File: src/rtl/pc_unit_pkg.sv
package pc_unit_pkg;

   // control operation codes presented with a step
   typedef enum logic [2:0] {
      OP_SEQ  = 3'd0,
      OP_SKIP = 3'd1,
      OP_JUMP = 3'd2,
      OP_CALL = 3'd3,
      OP_RET  = 3'd4,
      OP_LDLO = 3'd5
   } pc_op_e;

   localparam int IRQ_N = 3;   // external, timer, converter
   localparam int LOW_W = 8;   // width of the low-byte load

   // service address of interrupt source idx
   function automatic int vec_of(int idx);
      return (idx + 1) * 4;
   endfunction

endpackage

File: src/rtl/pc_irq_arb.sv
module pc_irq_arb #(
   parameter int N = 3
) (
   input  logic         clk,
   input  logic         rst_n,
   input  logic [N-1:0] req,
   input  logic [N-1:0] en,
   input  logic         grant_ok,
   output logic [N-1:0] ack
);

   logic [N-1:0] pend_q;
   logic         taken;

   // fixed priority: lowest index wins
   always_comb begin
      ack   = '0;
      taken = 1'b0;
      for (int i = 0; i < N; i++) begin
         if (grant_ok && pend_q[i] && !taken) begin
            ack[i] = 1'b1;
            taken  = 1'b1;
         end
      end
   end

   always_ff @(posedge clk or negedge rst_n) begin
      if (!rst_n) pend_q <= '0;
      else        pend_q <= (pend_q & ~ack) | (req & en);
   end

endmodule

File: src/rtl/pc_ret_stack.sv
module pc_ret_stack #(
   parameter int W = 12,
   parameter int D = 6
) (
   input  logic                   clk,
   input  logic                   rst_n,
   input  logic                   push,
   input  logic                   pop,
   input  logic [W-1:0]           push_data,
   output logic [W-1:0]           top_data,
   output logic [$clog2(D+1)-1:0] count,
   output logic                   full,
   output logic                   empty,
   output logic                   ovf
);

   localparam int IW = $clog2(D);
   localparam int CW = $clog2(D+1);
   localparam int SW = CW + 1;

   logic [IW-1:0]        base_q, base_inc, wr_idx, rd_idx, tgt_idx;
   logic [CW-1:0]        cnt_q;
   logic                 ovf_q;
   logic [D-1:0][W-1:0]  slots;

   assign full  = (cnt_q == CW'(D));
   assign empty = (cnt_q == '0);

   // ring index arithmetic, variant chosen by depth
   if ((D & (D - 1)) == 0) begin : g_pow2
      assign wr_idx   = base_q + IW'(cnt_q);
      assign rd_idx   = empty ? base_q : (base_q + IW'(cnt_q) - IW'(1));
      assign base_inc = base_q + IW'(1);
   end else begin : g_mod
      logic [SW-1:0] sum, sum_m1;
      assign sum      = SW'(base_q) + SW'(cnt_q);
      assign sum_m1   = sum - SW'(1);
      assign wr_idx   = (sum >= SW'(D)) ? IW'(sum - SW'(D)) : IW'(sum);
      assign rd_idx   = empty ? base_q :
                        ((sum_m1 >= SW'(D)) ? IW'(sum_m1 - SW'(D)) : IW'(sum_m1));
      assign base_inc = (base_q == IW'(D - 1)) ? '0 : base_q + IW'(1);
   end

   // a full push lands on the oldest entry
   assign tgt_idx = full ? base_q : wr_idx;

   for (genvar i = 0; i < D; i++) begin : g_slot
      logic [W-1:0] q;
      always_ff @(posedge clk or negedge rst_n) begin
         if (!rst_n)                           q <= '0;
         else if (push && tgt_idx == IW'(i))   q <= push_data;
      end
      assign slots[i] = q;
   end

   assign top_data = slots[rd_idx];

   always_ff @(posedge clk or negedge rst_n) begin
      if (!rst_n) begin
         base_q <= '0;
         cnt_q  <= '0;
         ovf_q  <= 1'b0;
      end else if (push) begin
         if (full) begin
            base_q <= base_inc;
            ovf_q  <= 1'b1;
         end else begin
            cnt_q  <= cnt_q + CW'(1);
         end
      end else if (pop && !empty) begin
         cnt_q <= cnt_q - CW'(1);
      end
   end

   assign count = cnt_q;
   assign ovf   = ovf_q;

endmodule

File: src/rtl/pc_next.sv
module pc_next
   import pc_unit_pkg::*;
#(
   parameter int W = 12,
   parameter int N = 3
) (
   input  logic [W-1:0]     pc_q,
   input  logic             step,
   input  logic [2:0]       op,
   input  logic [N-1:0]     ack,
   input  logic [W-1:0]     imm_addr,
   input  logic [LOW_W-1:0] low_byte,
   input  logic [W-1:0]     pop_data,
   output logic [W-1:0]     pc_d,
   output logic             push,
   output logic             pop,
   output logic [W-1:0]     push_data
);

   logic [W-1:0] vec;
   logic [W-1:0] inc1, inc2;

   assign inc1 = pc_q + W'(1);
   assign inc2 = pc_q + W'(2);

   always_comb begin
      vec = '0;
      for (int i = 0; i < N; i++)
         if (ack[i]) vec = W'(vec_of(i));
   end

   always_comb begin
      pc_d      = pc_q;
      push      = 1'b0;
      pop       = 1'b0;
      push_data = pc_q;
      if (|ack) begin
         push = 1'b1;
         pc_d = vec;
      end else if (step) begin
         case (pc_op_e'(op))
            OP_SKIP: pc_d = inc2;
            OP_JUMP: pc_d = imm_addr;
            OP_CALL: begin
               push      = 1'b1;
               push_data = inc1;
               pc_d      = imm_addr;
            end
            OP_RET: begin
               pop  = 1'b1;
               pc_d = pop_data;
            end
            OP_LDLO: pc_d = {pc_q[W-1:LOW_W], low_byte};
            default: pc_d = inc1;
         endcase
      end
   end

endmodule

File: src/rtl/pc_unit.sv
module pc_unit
   import pc_unit_pkg::*;
#(
   parameter  int PC_W      = 12,
   parameter  int STK_DEPTH = 6,
   localparam int SP_W      = $clog2(STK_DEPTH + 1)
) (
   input  logic                 clk,
   input  logic                 rst_n,
   input  logic                 step,
   input  logic [2:0]           op,
   input  logic [PC_W-1:0]      imm_addr,
   input  logic [LOW_W-1:0]     low_byte,
   input  logic [IRQ_N-1:0]     irq_req,
   input  logic [IRQ_N-1:0]     irq_en,
   output logic [PC_W-1:0]      pc,
   output logic [SP_W-1:0]      sp,
   output logic                 stk_full,
   output logic                 stk_empty,
   output logic                 stk_ovf,
   output logic [IRQ_N-1:0]     irq_ack
);

   if (PC_W < 10 || PC_W > 12) begin : g_bad_width
      $error("pc_unit: PC_W must lie in 10..12");
   end
   if (STK_DEPTH != 4 && STK_DEPTH != 6) begin : g_bad_depth
      $error("pc_unit: STK_DEPTH must be 4 or 6");
   end

   logic [PC_W-1:0] pc_q, pc_d, push_data, pop_data;
   logic            push, pop;

   pc_irq_arb #(.N(IRQ_N)) u_arb (
      .clk      (clk),
      .rst_n    (rst_n),
      .req      (irq_req),
      .en       (irq_en),
      .grant_ok (step && !stk_full),
      .ack      (irq_ack)
   );

   pc_ret_stack #(.W(PC_W), .D(STK_DEPTH)) u_stk (
      .clk       (clk),
      .rst_n     (rst_n),
      .push      (push),
      .pop       (pop),
      .push_data (push_data),
      .top_data  (pop_data),
      .count     (sp),
      .full      (stk_full),
      .empty     (stk_empty),
      .ovf       (stk_ovf)
   );

   pc_next #(.W(PC_W), .N(IRQ_N)) u_nxt (
      .pc_q      (pc_q),
      .step      (step),
      .op        (op),
      .ack       (irq_ack),
      .imm_addr  (imm_addr),
      .low_byte  (low_byte),
      .pop_data  (pop_data),
      .pc_d      (pc_d),
      .push      (push),
      .pop       (pop),
      .push_data (push_data)
   );

   always_ff @(posedge clk or negedge rst_n) begin
      if (!rst_n) pc_q <= '0;
      else        pc_q <= pc_d;
   end

   assign pc = pc_q;

endmodule

File: config.mk
export PLATFORM = sky130hd
export DESIGN_NAME = pc_unit
export DESIGN_NICKNAME = d
export VERILOG_FILES = /design/src/rtl/pc_unit_pkg.sv /design/src/rtl/pc_irq_arb.sv /design/src/rtl/pc_ret_stack.sv /design/src/rtl/pc_next.sv /design/src/rtl/pc_unit.sv
export SDC_FILE = /design/constraint.sdc
export NUM_CORES = 1
export LEC_CHECK = 0
export BUFFER_PORTS_ARGS = -buffer_cell sky130_fd_sc_hd__clkbuf_2
export CAP_MARGIN = 25
export CORE_UTILIZATION = 50
export DETAILED_ROUTE_END_ITERATION = 12
export PLACE_DENSITY = 0.69
export RECOVER_POWER = 50
export SLEW_MARGIN = 20
export SYNTH_ARGS = -nofsm -noshare
export SYNTH_HDL_FRONTEND = slang
export SYNTH_HIERARCHICAL = 1
export SYNTH_SLANG_ARGS = --single-unit
File: constraint.sdc
create_clock -name clk -period 5.9 [get_ports clk]
set_input_delay 0.885 -clock clk [delete_from_list [all_inputs] [get_ports clk]]
set_output_delay 0.885 -clock clk [all_outputs]
set_load 0.02 [all_outputs]
==> results.py, run 1 <==
metrics = {
    "status": {
        "status": "complete, but fails checks",
        "violations": "capacitance limit, slew limit",
    },
    "clock_tree": {
        "h-tree-depth": 3,
        "clk_latency_ns": 0.35,
        "cts_tree": "yes",
        "clk_pin_slew_worst_paths_ns": 0.06,
        "root_buffer": "clkbuf_16",
        "cts-resized-gates": 0,
        "numCtsBuffers": 9,
        "post_cts_buffers": 0,
        "clock_sinks": 94,
        "cts.hold.buffers_added": 0,
        "clock_path_buffers": 2,
    },
    "die": {
        "ios": 53,
        "rows": 40,
        "core_area_um2": 12000,
        "start_util": 0.512,
        "die_h_um": 113,
        "die_x_um": 113,
        "dieArea_um2": 12700,
    },
    "route": {
        "antenna_left": 0,
        "drtIter0Drc": 404,
        "routed-via-count": 4471,
        "vias_per_cell": 6.12,
        "postRouteWirelength_um": 15000,
        "drc": 0,
        "wl_per_cell_um": 20.5,
        "dr.pass1.iters": 4,
    },
    "placed_design": {
        "port_buffers": 52,
        "hpwl_um": 10500,
        "gp_congestion": 0.882,
        "preCtsSetupSlack_ns": 1.37,
    },
    "timing": {
        "hold_viol_final": 0,
        "drv_slew": 97,
        "rsz0062_at_grt": "no",
        "post-route-period-util": 0.784,
        "slew_headroom": -0.155,
        "fin_setup_tns_ns": 0,
        "min_period_ns": 4.62,
        "layout_setup_ws_ns": 1.28,
        "max_freq_mhz": 216,
        "setup_viol": 0,
        "final.setup_skew_ns": 0.0125,
        "tightestPinTransition_ns": 1.73,
    },
    "yosys": {
        "async_reset_ff_frac": 1.00,
        "synth_commonest_cells": "dfrtp_1, mux2i_1, mux2_2, nand2_1, nor2_1",
        "synth_area_um2": 6140,
        "synthTopCellsByArea": "dfrtp_1, mux2i_1, mux2_2",
        "syn_inst": 549,
        "ys_seq_area_frac": 0.383,
        "yosysWarnings": 6,
        "ys_types": 80,
        "synth_top_area_share": 0.383,
        "yosysTopAreaCell": "dfrtp_1",
        "synth.most_common_cell": "dfrtp_1",
        "ys_seq_elements": 94,
        "synth-edff-count": 0,
        "ys.flop_type": "dfrtp_1",
        "syn_avg_cell_area_um2": 11.2,
        "syn-num-nets": 593,
    },
    "setup_path": {
        "crit_path_start_kind": "flop",
        "r2r_start": "u_stk/count[0]",
        "crit_required_ns": 6.16,
        "rr_worst_depth": 14,
        "cp_data_arrival_time_ns": 4.89,
        "crit_start": "u_stk/count[0]",
        "critical_path_class": "flop to flop",
        "crit_path_max_fanout": 13,
        "end_kind": "flop",
    },
    "global_route": {
        "antenna_found_initial": 0,
        "grt_max_degree": 63,
        "grt_pass1_wl_um": 24400,
        "grt.overflow.total": 0,
        "grt_pass1_vias": 4491,
        "grt_usage": 0.249,
    },
    "final_layout": {
        "drive_above_1_share": 0.279,
        "area_growth_pct": 8.21,
        "final_net_count": 623,
        "antenna_cells": 0,
    },
    "hold_path": {
        "worstHoldStart": "u_stk/ovf",
        "hp-class": "flop to flop",
        "min_path_cells": 1,
    },
    "job": {
        "drv_cap": 2,
    },
}
per-stage QoR:
step	cells	hold WS, ns	cell area [µm²]	util
global placement	714	0.455	6340	0.528
global route	731	0.483	6650	0.554
CTS	731	0.474	6670	0.555
finish	731	0.476	6650	0.554
floorplan	549	0.458	6140	-
detailed placement	715	0.462	6370	0.530
layer usage:
layer  up-vias  wire [µm]  share of wire  global-route usage
li1       2069          -              -                   -
met2       141       7330           0.49               0.412
met5         -          0              0                   0
met1      2243       6650           0.44               0.331
met4         0        216          0.014              0.0684
met3        18        816          0.054              0.0557
critical path: stages (launching register included):
cell       delay [ns]
dfrtp_1          0.50
ha_1             0.30
fa_1             0.59
inv_1            0.12
ha_1             0.20
xor3_1           0.42
o21a_1           0.16
a21oi_1          0.05
o211ai_2         0.78
nand2b_2         0.36
o2bb2ai_1        0.37
mux2i_1          0.12
o21ai_0          0.28
nor4_1           0.10
nor3_1           0.19
state kept, by name, summed over array words and instances, names as in the netlist:
register        count
u_stk/base_q        3
u_stk/count         3
u_stk/ovf           1
pc                 12
u_stk/g_slot.q     72
u_arb/pend_q        3
cells in the final DEF, fill, tap and decap left out, types with 12 or more instances in the layout:
cell type,count
dfrtp_1,94
mux2i_1,52
mux2_2,46
clkbuf_2,45
nand2_1,35
nor2_1,23
mux2_4,20
nand3_1,16
a21oi_1,16
o21ai_0,15
xnor2_1,15
o2bb2ai_1,12
area by class of cell:
class                   instances  area [µm²]
clock buffers                  12         246
clock inverters                 4        55.1
multi-input cells             407        3470
flip-flops and latches         94        2350
well taps                     147         184
repair buffers                 56         298
fillers                      1062        5360
inverters                      11        41.3
final timing paths:
kind                                    endpoint  slack, ns
min                                    u_stk/ovf       0.48
max                                        pc[7]       1.28
max reg2reg                                pc[7]       1.28
min in group asynchronous  u_stk/g_slot[1].q[10]       0.98
max in group asynchronous                  pc[7]       2.60
min reg2reg                            u_stk/ovf       0.48
cells by family after synthesis:
family	after synthesis	share of synthesized area
xor+xnor	24	0.0379
flops	94	0.383
simple gates	140	0.140
compound gates	107	0.131
mux	124	0.229
fa+ha+maj	12	0.0269
buf+inv	48	0.0527
Power of run 1 is not shown: default switching activity piles up to over one toggle a cycle in this logic, so the estimate is an artifact.
==> run 2: changes to the inputs <==
Settings changed: PLACE_DENSITY 0.69 to 0.71.
Clock period 5.9 ns to 4.05 ns, I/O delays scaled along.
==> run 2 against run 1 <==
Net effect: the run still ends with capacitance limit, slew limit left; setup slack lost 1.1 ns; core utilization grew 1.1 points; critical path depth grew 1; count of clock-buffer cells in the layout shrank 3; routed wire length shrank 0.22%; global-route usage shrank 0.19 points; via count grew 2.3%; die area is the same; non-clock buffer count grew 21; maximum frequency grew 20%.
==> results.py, run 2 (synthesis gave the netlist of run 1 again) <==
metrics = {
    "final_layout": {
        "drive_above_1_share": 0.305,
        "final_cell_mix": "dfrtp_1, mux2i_1, mux2_2",
        "antenna_cells": 0,
        "postLayoutCoreUtil": 0.564,
        "final_common_cell": "dfrtp_1",
        "area_growth_pct": 10.3,
        "final_net_count": 644,
        "regMostFlops": "u_stk/g_slot.q",
        "largest_register_ffs": 72,
    },
    "global_route": {
        "antenna_found_initial": 0,
        "grt_pass1_vias": 4628,
        "grt_max_degree": 71,
        "grt_usage": 0.247,
        "grt_pass1_wl_um": 24200,
        "grt.overflow.total": 0,
    },
    "setup_path": {
        "crit_path_max_fanout": 10,
        "crit_required_ns": 4.33,
        "crit_path_start_kind": "flop",
        "cp_data_arrival_time_ns": 4.14,
        "end_kind": "flop",
        "critical_path_class": "flop to flop",
    },
    "placed_design": {
        "port_buffers": 52,
        "preCtsSetupSlack_ns": -0.0796,
        "gp_congestion": 0.888,
        "hpwl_um": 10200,
    },
    "die": {
        "die_x_um": 113,
        "die_h_um": 113,
        "dieArea_um2": 12700,
        "core_area_um2": 12000,
        "start_util": 0.512,
        "rows": 40,
        "ios": 53,
    },
    "timing": {
        "min_period_ns": 3.85,
        "layout_setup_ws_ns": 0.198,
        "slew_headroom": -0.222,
        "rsz0062_at_grt": "no",
        "setup_viol": 0,
        "hold_viol_final": 0,
        "tightestPinTransition_ns": 1.83,
        "final.setup_skew_ns": 0.00801,
        "hold_slack_ns": 0.471,
        "post-route-period-util": 0.951,
        "max_freq_mhz": 260,
        "drv_slew": 71,
    },
    "status": {
        "status": "complete, but fails checks",
        "violations": "capacitance limit, slew limit",
    },
    "clock_tree": {
        "root_buffer": "clkbuf_16",
        "cts.hold.buffers_added": 0,
        "clock_path_buffers": 2,
        "h-tree-depth": 3,
        "numCtsBuffers": 9,
        "clock_sinks": 94,
        "clk_latency_ns": 0.35,
        "cts_tree": "yes",
        "clk_pin_slew_worst_paths_ns": 0.07,
    },
    "route": {
        "postRouteWirelength_um": 15000,
        "dr.pass1.iters": 5,
        "drc": 0,
        "vias_per_cell": 6.09,
        "routed-via-count": 4574,
        "wl_per_cell_um": 20.0,
        "antenna_left": 0,
        "drtIter0Drc": 311,
    },
    "job": {
        "drv_cap": 1,
    },
    "hold_path": {
        "hp-class": "flop to flop",
    },
}
run 2: area by class of cell:
type,count,area (µm²)
Timing Repair Buffer,77,444
Inverter,11,41.3
Sequential cell,94,2350
Clock buffer,9,225
Fill cell,1005,5230
Clock inverter,6,47.5
Tap cell,147,184
Multi-Input combinational cell,407,3490
run 2: worst paths after layout:
kind	end	cells after the start	slack, ns	startpoint
worst max-delay path	pc[8]	15	0.20	u_stk/count[0]
worst min-delay path	u_stk/ovf	1	0.47	u_stk/ovf
worst max register to register	pc[8]	15	0.20	u_stk/count[0]
worst min register to register	u_stk/ovf	1	0.47	u_stk/ovf
max in group asynchronous	u_stk/g_slot[5].q[2]	2	1.21	rst_n
min in group asynchronous	u_stk/g_slot[3].q[10]	1	0.74	rst_n
run 2: per-stage QoR:
step / instance area (µm²) / std cells / TNS [ns]
6_report: 6780 / 751 / 0
5_1_grt: 6780 / 751 / 0
4_1_cts: 6760 / 745 / 0
3_5_place_dp: 6470 / 730 / -0.278
3_3_place_gp: 6470 / 730 / 0
2_1_floorplan: 6140 / 549 / 0
run 2: repair_timing:
| item | CTS | global route |
|---|---|---|
| endpoints found under the setup margin | 10 | 5 |
| cloned | 0 | 0 |
| buffers inserted | 0 | 6 |
| pin swaps | 0 | 1 |
| resized for setup | 1 | 1 |
run 2: critical path: stages, from the launching register on:
cell and delay (ns):
dfrtp_1 0.39, ha_1 0.23, fa_1 0.50, inv_1 0.06, ha_1 0.17, xor3_1 0.40, o21a_1 0.15, a2111o_1 0.43
o211ai_4 0.22, buf_4 0.21, mux2i_1 0.29, o2bb2ai_1 0.15, o22a_1 0.16, o22ai_1 0.09, o211ai_1 0.12, o2111a_1 0.21
run 2: routing by layer:
metal | up-vias | share of wire | GRT usage | wire length, µm
met5 | - | 0 | 0 | 0
met4 | 0 | 0.019 | 0.0711 | 280
met3 | 28 | 0.056 | 0.0546 | 835
met2 | 148 | 0.49 | 0.414 | 7400
met1 | 2298 | 0.43 | 0.324 | 6460
li1 | 2100 | - | - | -
Power of run 2 is left out for the same reason.
